<file path="src/rtl/dxe_pkg.sv">
package dxe_pkg;

    // Engine sequencing states
    typedef enum logic [1:0] {
        ST_FETCH  = 2'd0,
        ST_RUN    = 2'd1,
        ST_REPORT = 2'd2
    } dxe_state_e;

    localparam int TAG_W    = 8;
    localparam int NOTIFY_B = 16;
    localparam int REPEAT_B = 17;
    localparam int STEP_W   = 5;

    // Bytes per beat from the word width and frame size codes
    function automatic logic [STEP_W-1:0] beat_bytes(input logic [1:0] wsel,
                                                     input logic [1:0] fsel);
        logic [STEP_W-1:0] wb;
        logic [1:0]        fs;
        case (wsel)
            2'd0:    wb = 5'd1;
            2'd1:    wb = 5'd2;
            default: wb = 5'd4;
        endcase
        fs = (fsel >= 2'd2) ? 2'd2 : fsel;
        return wb << fs;
    endfunction

endpackage

</file>
<file path="src/rtl/dxe_ts_counter.sv">
// Free-running timestamp counter.
// Holds TS_W-1 counting bits that advance on each tick strobe; the top
// bit of the presented value is tied high. Assumes tick is synchronous.
module dxe_ts_counter #(
    parameter int TS_W = 64
) (
    input  logic            clk,
    input  logic            rst_n,
    input  logic            tick,
    output logic [TS_W-1:0] ts
);

    logic [TS_W-2:0] cnt_q;

    // Advance the count on every tick strobe
    always_ff @(posedge clk) begin
        if (!rst_n)    cnt_q <= '0;
        else if (tick) cnt_q <= cnt_q + 1'b1;
    end

    assign ts = {1'b1, cnt_q};

endmodule

</file>
<file path="src/rtl/dxe_beat_gen.sv">
// Transfer beat pacing.
// Emits one beat every div+1 cycles while run is high; the phase is
// cleared by restart and frozen while run is low.
module dxe_beat_gen #(
    parameter int DIV_W = 8
) (
    input  logic             clk,
    input  logic             rst_n,
    input  logic             restart,
    input  logic             run,
    input  logic [DIV_W-1:0] div,
    output logic             beat
);

    logic [DIV_W-1:0] phase_q;

    assign beat = run && (phase_q == div);

    // Step the phase counter, wrapping on each beat
    always_ff @(posedge clk) begin
        if (!rst_n)       phase_q <= '0;
        else if (restart) phase_q <= '0;
        else if (run)     phase_q <= beat ? '0 : phase_q + 1'b1;
    end

endmodule

</file>
<file path="src/rtl/dxe_core.sv">
// Descriptor sequencer.
// Collects a four-word descriptor, counts its length down on each beat,
// snapshots the timestamp on the completing beat and emits a four-word
// report, then fetches again or re-runs under sticky repeat. Assumes the
// beat input is only high while the run output is high.
module dxe_core
    import dxe_pkg::*;
#(
    parameter int WORD_W = 32
) (
    input  logic                clk,
    input  logic                rst_n,
    input  logic                chan_en,
    input  logic [1:0]          word_width,
    input  logic [1:0]          frame_size,
    input  logic [2*WORD_W-1:0] ts_now,
    input  logic                beat,
    input  logic                desc_valid,
    input  logic [WORD_W-1:0]   desc_word,
    output logic                desc_ready,
    input  logic                rpt_full,
    output logic                rpt_push,
    output logic [WORD_W-1:0]   rpt_word,
    output logic                done_pulse,
    output logic                run,
    output logic                restart,
    output logic                rpt_busy
);

    localparam int TS_W = 2 * WORD_W;

    dxe_state_e          state_q;
    logic [1:0]          widx_q;
    logic [WORD_W-1:0]   len_q;
    logic [WORD_W-1:0]   rem_q;
    logic [TAG_W-1:0]    tag_q;
    logic                notify_q;
    logic                sticky_q;
    logic [TS_W-1:0]     stamp_q;
    logic                done_q;

    logic [WORD_W-1:0]   step;
    logic                desc_fire;
    logic                last_fetch;
    logic                last_push;
    logic                rerun;
    logic                finish;

    assign step       = {{(WORD_W-STEP_W){1'b0}}, beat_bytes(word_width, frame_size)};
    assign desc_ready = chan_en && (state_q == ST_FETCH);
    assign desc_fire  = desc_ready && desc_valid;
    assign last_fetch = desc_fire && (widx_q == 2'd3);
    assign rpt_push   = chan_en && (state_q == ST_REPORT) && !rpt_full;
    assign last_push  = rpt_push && (widx_q == 2'd3);
    assign rerun      = last_push && sticky_q && !desc_valid;
    assign restart    = last_fetch || rerun;
    assign run        = chan_en && (state_q == ST_RUN);
    assign finish     = beat && (rem_q <= step);
    assign rpt_busy   = (state_q == ST_REPORT);
    assign done_pulse = done_q;

    // Sequence through fetch, countdown and report phases
    always_ff @(posedge clk) begin
        if (!rst_n) begin
            state_q <= ST_FETCH;
            widx_q  <= 2'd0;
        end else begin
            case (state_q)
                ST_FETCH: if (desc_fire) begin
                    widx_q <= widx_q + 2'd1;
                    if (widx_q == 2'd3) state_q <= ST_RUN;
                end
                ST_RUN: if (finish) state_q <= ST_REPORT;
                ST_REPORT: if (rpt_push) begin
                    widx_q <= widx_q + 2'd1;
                    if (widx_q == 2'd3) state_q <= rerun ? ST_RUN : ST_FETCH;
                end
                default: state_q <= ST_FETCH;
            endcase
        end
    end

    // Capture descriptor fields and the sticky repeat state
    always_ff @(posedge clk) begin
        if (!rst_n) begin
            len_q    <= '0;
            tag_q    <= '0;
            notify_q <= 1'b0;
            sticky_q <= 1'b0;
        end else if (desc_fire) begin
            if (widx_q == 2'd2) len_q <= desc_word;
            if (widx_q == 2'd3) begin
                tag_q    <= desc_word[TAG_W-1:0];
                notify_q <= desc_word[NOTIFY_B];
                sticky_q <= sticky_q | desc_word[REPEAT_B];
            end
        end
    end

    // Count the remaining length down per beat, reload on each start
    always_ff @(posedge clk) begin
        if (!rst_n)                 rem_q <= '0;
        else if (last_fetch)        rem_q <= len_q;
        else if (rerun)             rem_q <= len_q;
        else if (beat && !finish)   rem_q <= rem_q - step;
    end

    // Snapshot the timestamp on the completing beat
    always_ff @(posedge clk) begin
        if (!rst_n)      stamp_q <= '0;
        else if (finish) stamp_q <= ts_now;
    end

    // Raise the notify event after the last report word
    always_ff @(posedge clk) begin
        if (!rst_n) done_q <= 1'b0;
        else        done_q <= last_push && notify_q;
    end

    // Select the report word for the current index
    always_comb begin
        case (widx_q)
            2'd0:    rpt_word = stamp_q[WORD_W-1:0];
            2'd1:    rpt_word = stamp_q[TS_W-1:WORD_W];
            2'd2:    rpt_word = len_q;
            default: rpt_word = {{(WORD_W-TAG_W){1'b0}}, tag_q};
        endcase
    end

endmodule

</file>
<file path="src/rtl/dxe_engine.sv">
// Descriptor execution and report engine, top level.
// Joins the timestamp counter, beat pacing and descriptor sequencer for
// one channel. Assumes both queue interfaces present their head/full
// state combinationally in the same cycle.
module dxe_engine #(
    parameter int WORD_W = 32,
    parameter int DIV_W  = 8
) (
    input  logic              clk,
    input  logic              rst_n,
    input  logic              chan_en,
    input  logic [1:0]        word_width,
    input  logic [1:0]        frame_size,
    input  logic [DIV_W-1:0]  rate_div,
    input  logic              ts_tick,
    input  logic              desc_valid,
    input  logic [WORD_W-1:0] desc_word,
    output logic              desc_ready,
    input  logic              rpt_full,
    output logic              rpt_push,
    output logic [WORD_W-1:0] rpt_word,
    output logic              done_pulse
);

    localparam int TS_W = 2 * WORD_W;

    logic [TS_W-1:0] ts_now;
    logic            beat;
    logic            run;
    logic            restart;
    logic            rpt_busy;

    dxe_ts_counter #(.TS_W(TS_W)) ts_i (
        .clk   (clk),
        .rst_n (rst_n),
        .tick  (ts_tick),
        .ts    (ts_now)
    );

    dxe_beat_gen #(.DIV_W(DIV_W)) beat_i (
        .clk     (clk),
        .rst_n   (rst_n),
        .restart (restart),
        .run     (run),
        .div     (rate_div),
        .beat    (beat)
    );

    dxe_core #(.WORD_W(WORD_W)) core_i (
        .clk        (clk),
        .rst_n      (rst_n),
        .chan_en    (chan_en),
        .word_width (word_width),
        .frame_size (frame_size),
        .ts_now     (ts_now),
        .beat       (beat),
        .desc_valid (desc_valid),
        .desc_word  (desc_word),
        .desc_ready (desc_ready),
        .rpt_full   (rpt_full),
        .rpt_push   (rpt_push),
        .rpt_word   (rpt_word),
        .done_pulse (done_pulse),
        .run        (run),
        .restart    (restart),
        .rpt_busy   (rpt_busy)
    );

endmodule

</file>
<file path="config.mk">
export PLATFORM = sky130hd
export DESIGN_NAME = dxe_engine
export DESIGN_NICKNAME = d
export VERILOG_FILES = /design/src/rtl/dxe_pkg.sv /design/src/rtl/dxe_ts_counter.sv /design/src/rtl/dxe_beat_gen.sv /design/src/rtl/dxe_core.sv /design/src/rtl/dxe_engine.sv
export SDC_FILE = /design/constraint.sdc
export NUM_CORES = 1
export LEC_CHECK = 0
export BUFFER_PORTS_ARGS = -buffer_cell sky130_fd_sc_hd__buf_2
export CORE_UTILIZATION = 60
export DETAILED_ROUTE_END_ITERATION = 10
export PLACE_DENSITY = 0.81
export SYNTH_ARGS = -nofsm -noshare
export SYNTH_HDL_FRONTEND = slang
export SYNTH_SLANG_ARGS = --single-unit
</file>
<file path="constraint.sdc">
create_clock -name clk -period 4.6 [get_ports clk]
set_clock_uncertainty 0.2 [all_clocks]
set_input_delay 0.92 -clock clk [delete_from_list [all_inputs] [get_ports clk]]
set_output_delay 0.92 -clock clk [all_outputs]
set_load 0.02 [all_outputs]
</file>
==> impl_metrics.json <==
{
  "run_status": "complete, no violations",
  "dpl.cell_count": 1477,
  "grt_overflow": 0,
  "place.port_buffers": 84,
  "hold_path_stages": 2,
  "rr_endpoint": "core_i.rem_q[12]",
  "report.final.setup_viol": 0,
  "netlist_top_cells_area": "sky130_fd_sc_hd__dfxtp_1, sky130_fd_sc_hd__nand2_1, sky130_fd_sc_hd__a21oi_1, sky130_fd_sc_hd__nor2_1, sky130_fd_sc_hd__xor2_1",
  "grt_pass1_wl_mm": 42.2,
  "timing.setup.tns_ns": 0,
  "regToRegStartpoint": "core_i.rem_q[0]",
  "synth-seq-cells": 214,
  "place_area_sq_um": 10500,
  "finish.instance_area_sq_um": 11300,
  "layout_min_cycle_time_ns": 3.84,
  "synthesis.yosys.warnings": 0,
  "avgViaCountPerCell": 6.15,
  "die-width_um": 131,
  "cts_inserted_buffers": 23,
  "tritoncts": "built",
  "insertion_delay_ns": 0.51,
  "dieHeight_um": 131,
  "max_slew.worst_pin.slew_ns": 1.16,
  "clock_path_buffers": 3,
  "first_global_vias": 8479,
  "placement_rows": 46,
  "coreArea_sq_um": 16100,
  "gp_congestion": 0.923,
  "cts_setup_buffers": 0,
  "cp_max_fo": 22,
  "num-fill-cells": 1258,
  "library_cells_used_by_synthesis": 67,
  "io_pins": 85,
  "yosys.area.top_type": "sky130_fd_sc_hd__dfxtp_1",
  "post-route-drc-count": 0,
  "wl_per_cell_um": 17.4,
  "timing.final.max_slew_violations": 0,
  "maxCapViolCount": 0,
  "power_density_nw_per_um2": 355,
  "clock_tree.htree_level_count": 1,
  "power.ir.vdd_worst_mv": 0.289,
  "layout.area.seq_sq_um": 4280,
  "cts_num_sinks": 214,
  "route.final.wire_length_mm": 26.4,
  "num_vias": 9335,
  "hpwl_mm": 17.7,
  "detailedRoute.firstPassIterationCount": 8,
  "report.final.hold_viol_count": 0,
  "antenna-diode-count": 0,
  "synth_seq_area_share": 0.430,
  "post_synthesis_area_per_instance_sq_um": 8.04,
  "area_growth_pct": 13.5,
  "tcrit_tclk_final": 0.835,
  "postSynthCellCount": 1238,
  "cp-end-kind": "flop",
  "cts_repair_resized_insts": 0,
  "clkSlewWorstSetupHoldPaths_ns": 0.06,
  "synthArstFlopShare": 0,
  "post_cts_hold_buffer_count": 0,
  "portion_of_synthesized_cell_area_occupied_by_the_leading_cell_type": 0.430,
  "slew_headroom": 0.224,
  "worst_min_path_class": "reg -> reg",
  "postRouteAntennaNets": 0,
  "reg2reg_depth": 9,
  "critical_path_class": "in -> reg",
  "cp.required_ns": 4.82,
  "finish.utilization": 0.704,
  "setup_repair_after_global_routing_missed_its_margin": "no",
  "arrival_ns": 4.06,
  "post_route_cells_drive_above_1_share": 0.124,
  "syn-num-nets": 1300,
  "fin_nets": 1348,
  "die_area_sq_um": 17100,
  "number_of_flops_mapped_to_enable_cells_by_yosys": 0,
  "upper_clock_frequency_limit_ghz": 0.260,
  "grt_antenna_before_repair": 0,
  "worst-r2r-setup-slack_ns": 1.10,
  "worstSetupStartpointType": "input port",
  "largest_net_degree_at_the_start_of_global_routing": 107,
  "layoutNonFillerInstCount": 1518,
  "crit_start": "frame_size[0]",
  "syn-cell-area_sq_um": 9960,
  "multiInputGateArea_sq_um": 5300,
  "hold_start": "core_i.stamp_q[20]",
  "ctsRootBufferMaster": "sky130_fd_sc_hd__clkbuf_16",
  "initialDrtViolationCount": 1112,
  "synth_flop_cell": "sky130_fd_sc_hd__dfxtp_1",
  "initial_core_util": 0.620,
  "grt.total_usage": 0.308,
  "worst_hold_path.endpoint": "core_i.stamp_q[20]",
  "power.static_leakage_uw": 0.00408
}
==> where the power goes <==
part	internal (uW)	switching [uW]	total, uW	leakage [uW]
clock network	1230	750	1980	0.000395
logic	51.0	112	163	0.00196
registers	1860	7.39	1870	0.00172
total	3140	870	4010	0.00408
==> stage by stage <==
stage	setup WS, ns	hold slack, ns	total power, uW
3_3_place_gp	0.472	0.238	2060
5_1_grt	0.441	0.274	4110
3_5_place_dp	0.327	0.244	2070
4_1_cts	0.853	0.252	4020
2_1_floorplan	1.01	0.214	2010
6_report	0.758	0.253	4010
==> critical path, stage by stage <==
cell                       delay [ns]
sky130_fd_sc_hd__buf_2           0.12
sky130_fd_sc_hd__nor2b_1         0.14
sky130_fd_sc_hd__mux2_2          0.25
sky130_fd_sc_hd__o21ai_0         0.18
sky130_fd_sc_hd__ha_1            0.23
sky130_fd_sc_hd__nor2b_1         0.22
sky130_fd_sc_hd__o311ai_0        0.22
sky130_fd_sc_hd__a32o_1          0.35
sky130_fd_sc_hd__a21oi_2         0.94
sky130_fd_sc_hd__mux2i_1         0.19
sky130_fd_sc_hd__a311oi_1        0.29
==> sequential cells by signal (all words and copies together), names as in the netlist, 2 cells and up <==
signal / cells
beat_i.phase_q: 8
core_i.len_q: 32
core_i.rem_q: 32
core_i.stamp_q: 64
core_i.state_q: 2
core_i.tag_q: 8
core_i.widx_q: 2
ts_i.cnt_q: 63
==> layout make-up <==
cell class              instances  area share
repair buffers                 97      0.0480
flip-flops and latches        214       0.379
inverters                      25     0.00852
well taps                     216      0.0239
clock buffers                  33      0.0587
multi-input cells             925       0.469
clock inverters                 8      0.0133
==> kinds of logic (layout without fill, tap and decap cells) <==
family / count (synthesis) / in the layout / synth area share
buffers and inverters: 99 / 163 / 0.0391
adders and majority gates: 12 / 12 / 0.0158
xor gates and xnor gates: 59 / 59 / 0.0519
and+or+nand+nor: 553 / 553 / 0.260
AOI/OAI and AO/OA: 276 / 276 / 0.178
DFF: 214 / 214 / 0.430
muxes: 25 / 25 / 0.0253
==> cell usage in the layout, fill, tap and decap left out, types with 16 or more instances in the layout <==
cell,synthesis,final
sky130_fd_sc_hd__a21oi_1,146,144
sky130_fd_sc_hd__a222oi_1,32,32
sky130_fd_sc_hd__buf_2,11,84
sky130_fd_sc_hd__clkbuf_16,0,23
sky130_fd_sc_hd__dfxtp_1,214,214
sky130_fd_sc_hd__inv_1,24,24
sky130_fd_sc_hd__mux2i_1,24,24
sky130_fd_sc_hd__nand2_1,255,255
sky130_fd_sc_hd__nand3_1,41,41
sky130_fd_sc_hd__nand4_1,27,27
sky130_fd_sc_hd__nor2_1,119,119
sky130_fd_sc_hd__nor3_1,19,19
sky130_fd_sc_hd__o21ai_0,21,21
sky130_fd_sc_hd__or3_1,18,18
sky130_fd_sc_hd__xnor2_1,16,16
sky130_fd_sc_hd__xor2_1,43,43
==> cell usage after synthesis, types with 4 or more instances <==
master,n
sky130_fd_sc_hd__o21a_1,11
sky130_fd_sc_hd__nor2_1,119
sky130_fd_sc_hd__o21ai_0,21
sky130_fd_sc_hd__xnor2_1,16
sky130_fd_sc_hd__inv_1,24
sky130_fd_sc_hd__or3_1,18
sky130_fd_sc_hd__nand4_1,27
sky130_fd_sc_hd__mux2i_1,24
sky130_fd_sc_hd__buf_2,11
sky130_fd_sc_hd__a21oi_1,146
sky130_fd_sc_hd__ha_1,11
sky130_fd_sc_hd__clkbuf_1,62
sky130_fd_sc_hd__a21o_1,7
sky130_fd_sc_hd__a32oi_1,8
sky130_fd_sc_hd__and4_1,4
sky130_fd_sc_hd__and2_1,5
sky130_fd_sc_hd__a31o_2,5
sky130_fd_sc_hd__and3_1,10
sky130_fd_sc_hd__or4_1,9
sky130_fd_sc_hd__o311ai_0,4
sky130_fd_sc_hd__nor2b_1,6
sky130_fd_sc_hd__xor2_1,43
sky130_fd_sc_hd__nand4_2,4
sky130_fd_sc_hd__nand3b_1,5
sky130_fd_sc_hd__nor4_1,8
sky130_fd_sc_hd__nand2b_1,5
sky130_fd_sc_hd__nand2_1,255
sky130_fd_sc_hd__dfxtp_1,214
sky130_fd_sc_hd__a31oi_1,6
sky130_fd_sc_hd__nand3_1,41
sky130_fd_sc_hd__a22oi_1,10
sky130_fd_sc_hd__nor3_1,19
sky130_fd_sc_hd__o31ai_1,7
sky130_fd_sc_hd__a222oi_1,32
==> worst max path at each step <==
stage                        to  slack, ns  cells past startpoint
2_1_floorplan   core_i.rem_q[6]       1.01                     11
3_3_place_gp   core_i.rem_q[12]       0.47                     11
3_5_place_dp   core_i.rem_q[12]       0.33                     11
4_1_cts        core_i.rem_q[12]       0.85                     11
5_1_grt        core_i.rem_q[12]       0.44                     11
6_report       core_i.rem_q[12]       0.76                     11
==> per-layer routing <==
metal  wire length, um  track usage  part of all wire  up-vias
met1             11200        0.424              0.42     4389
li1                  -            -                 -     4474
met3              2420       0.0533             0.092       55
met2             12300        0.497              0.46      417
met5                 0            0                 0        -
met4               529       0.0892             0.020        0
(Power assumes the default switching activity.)
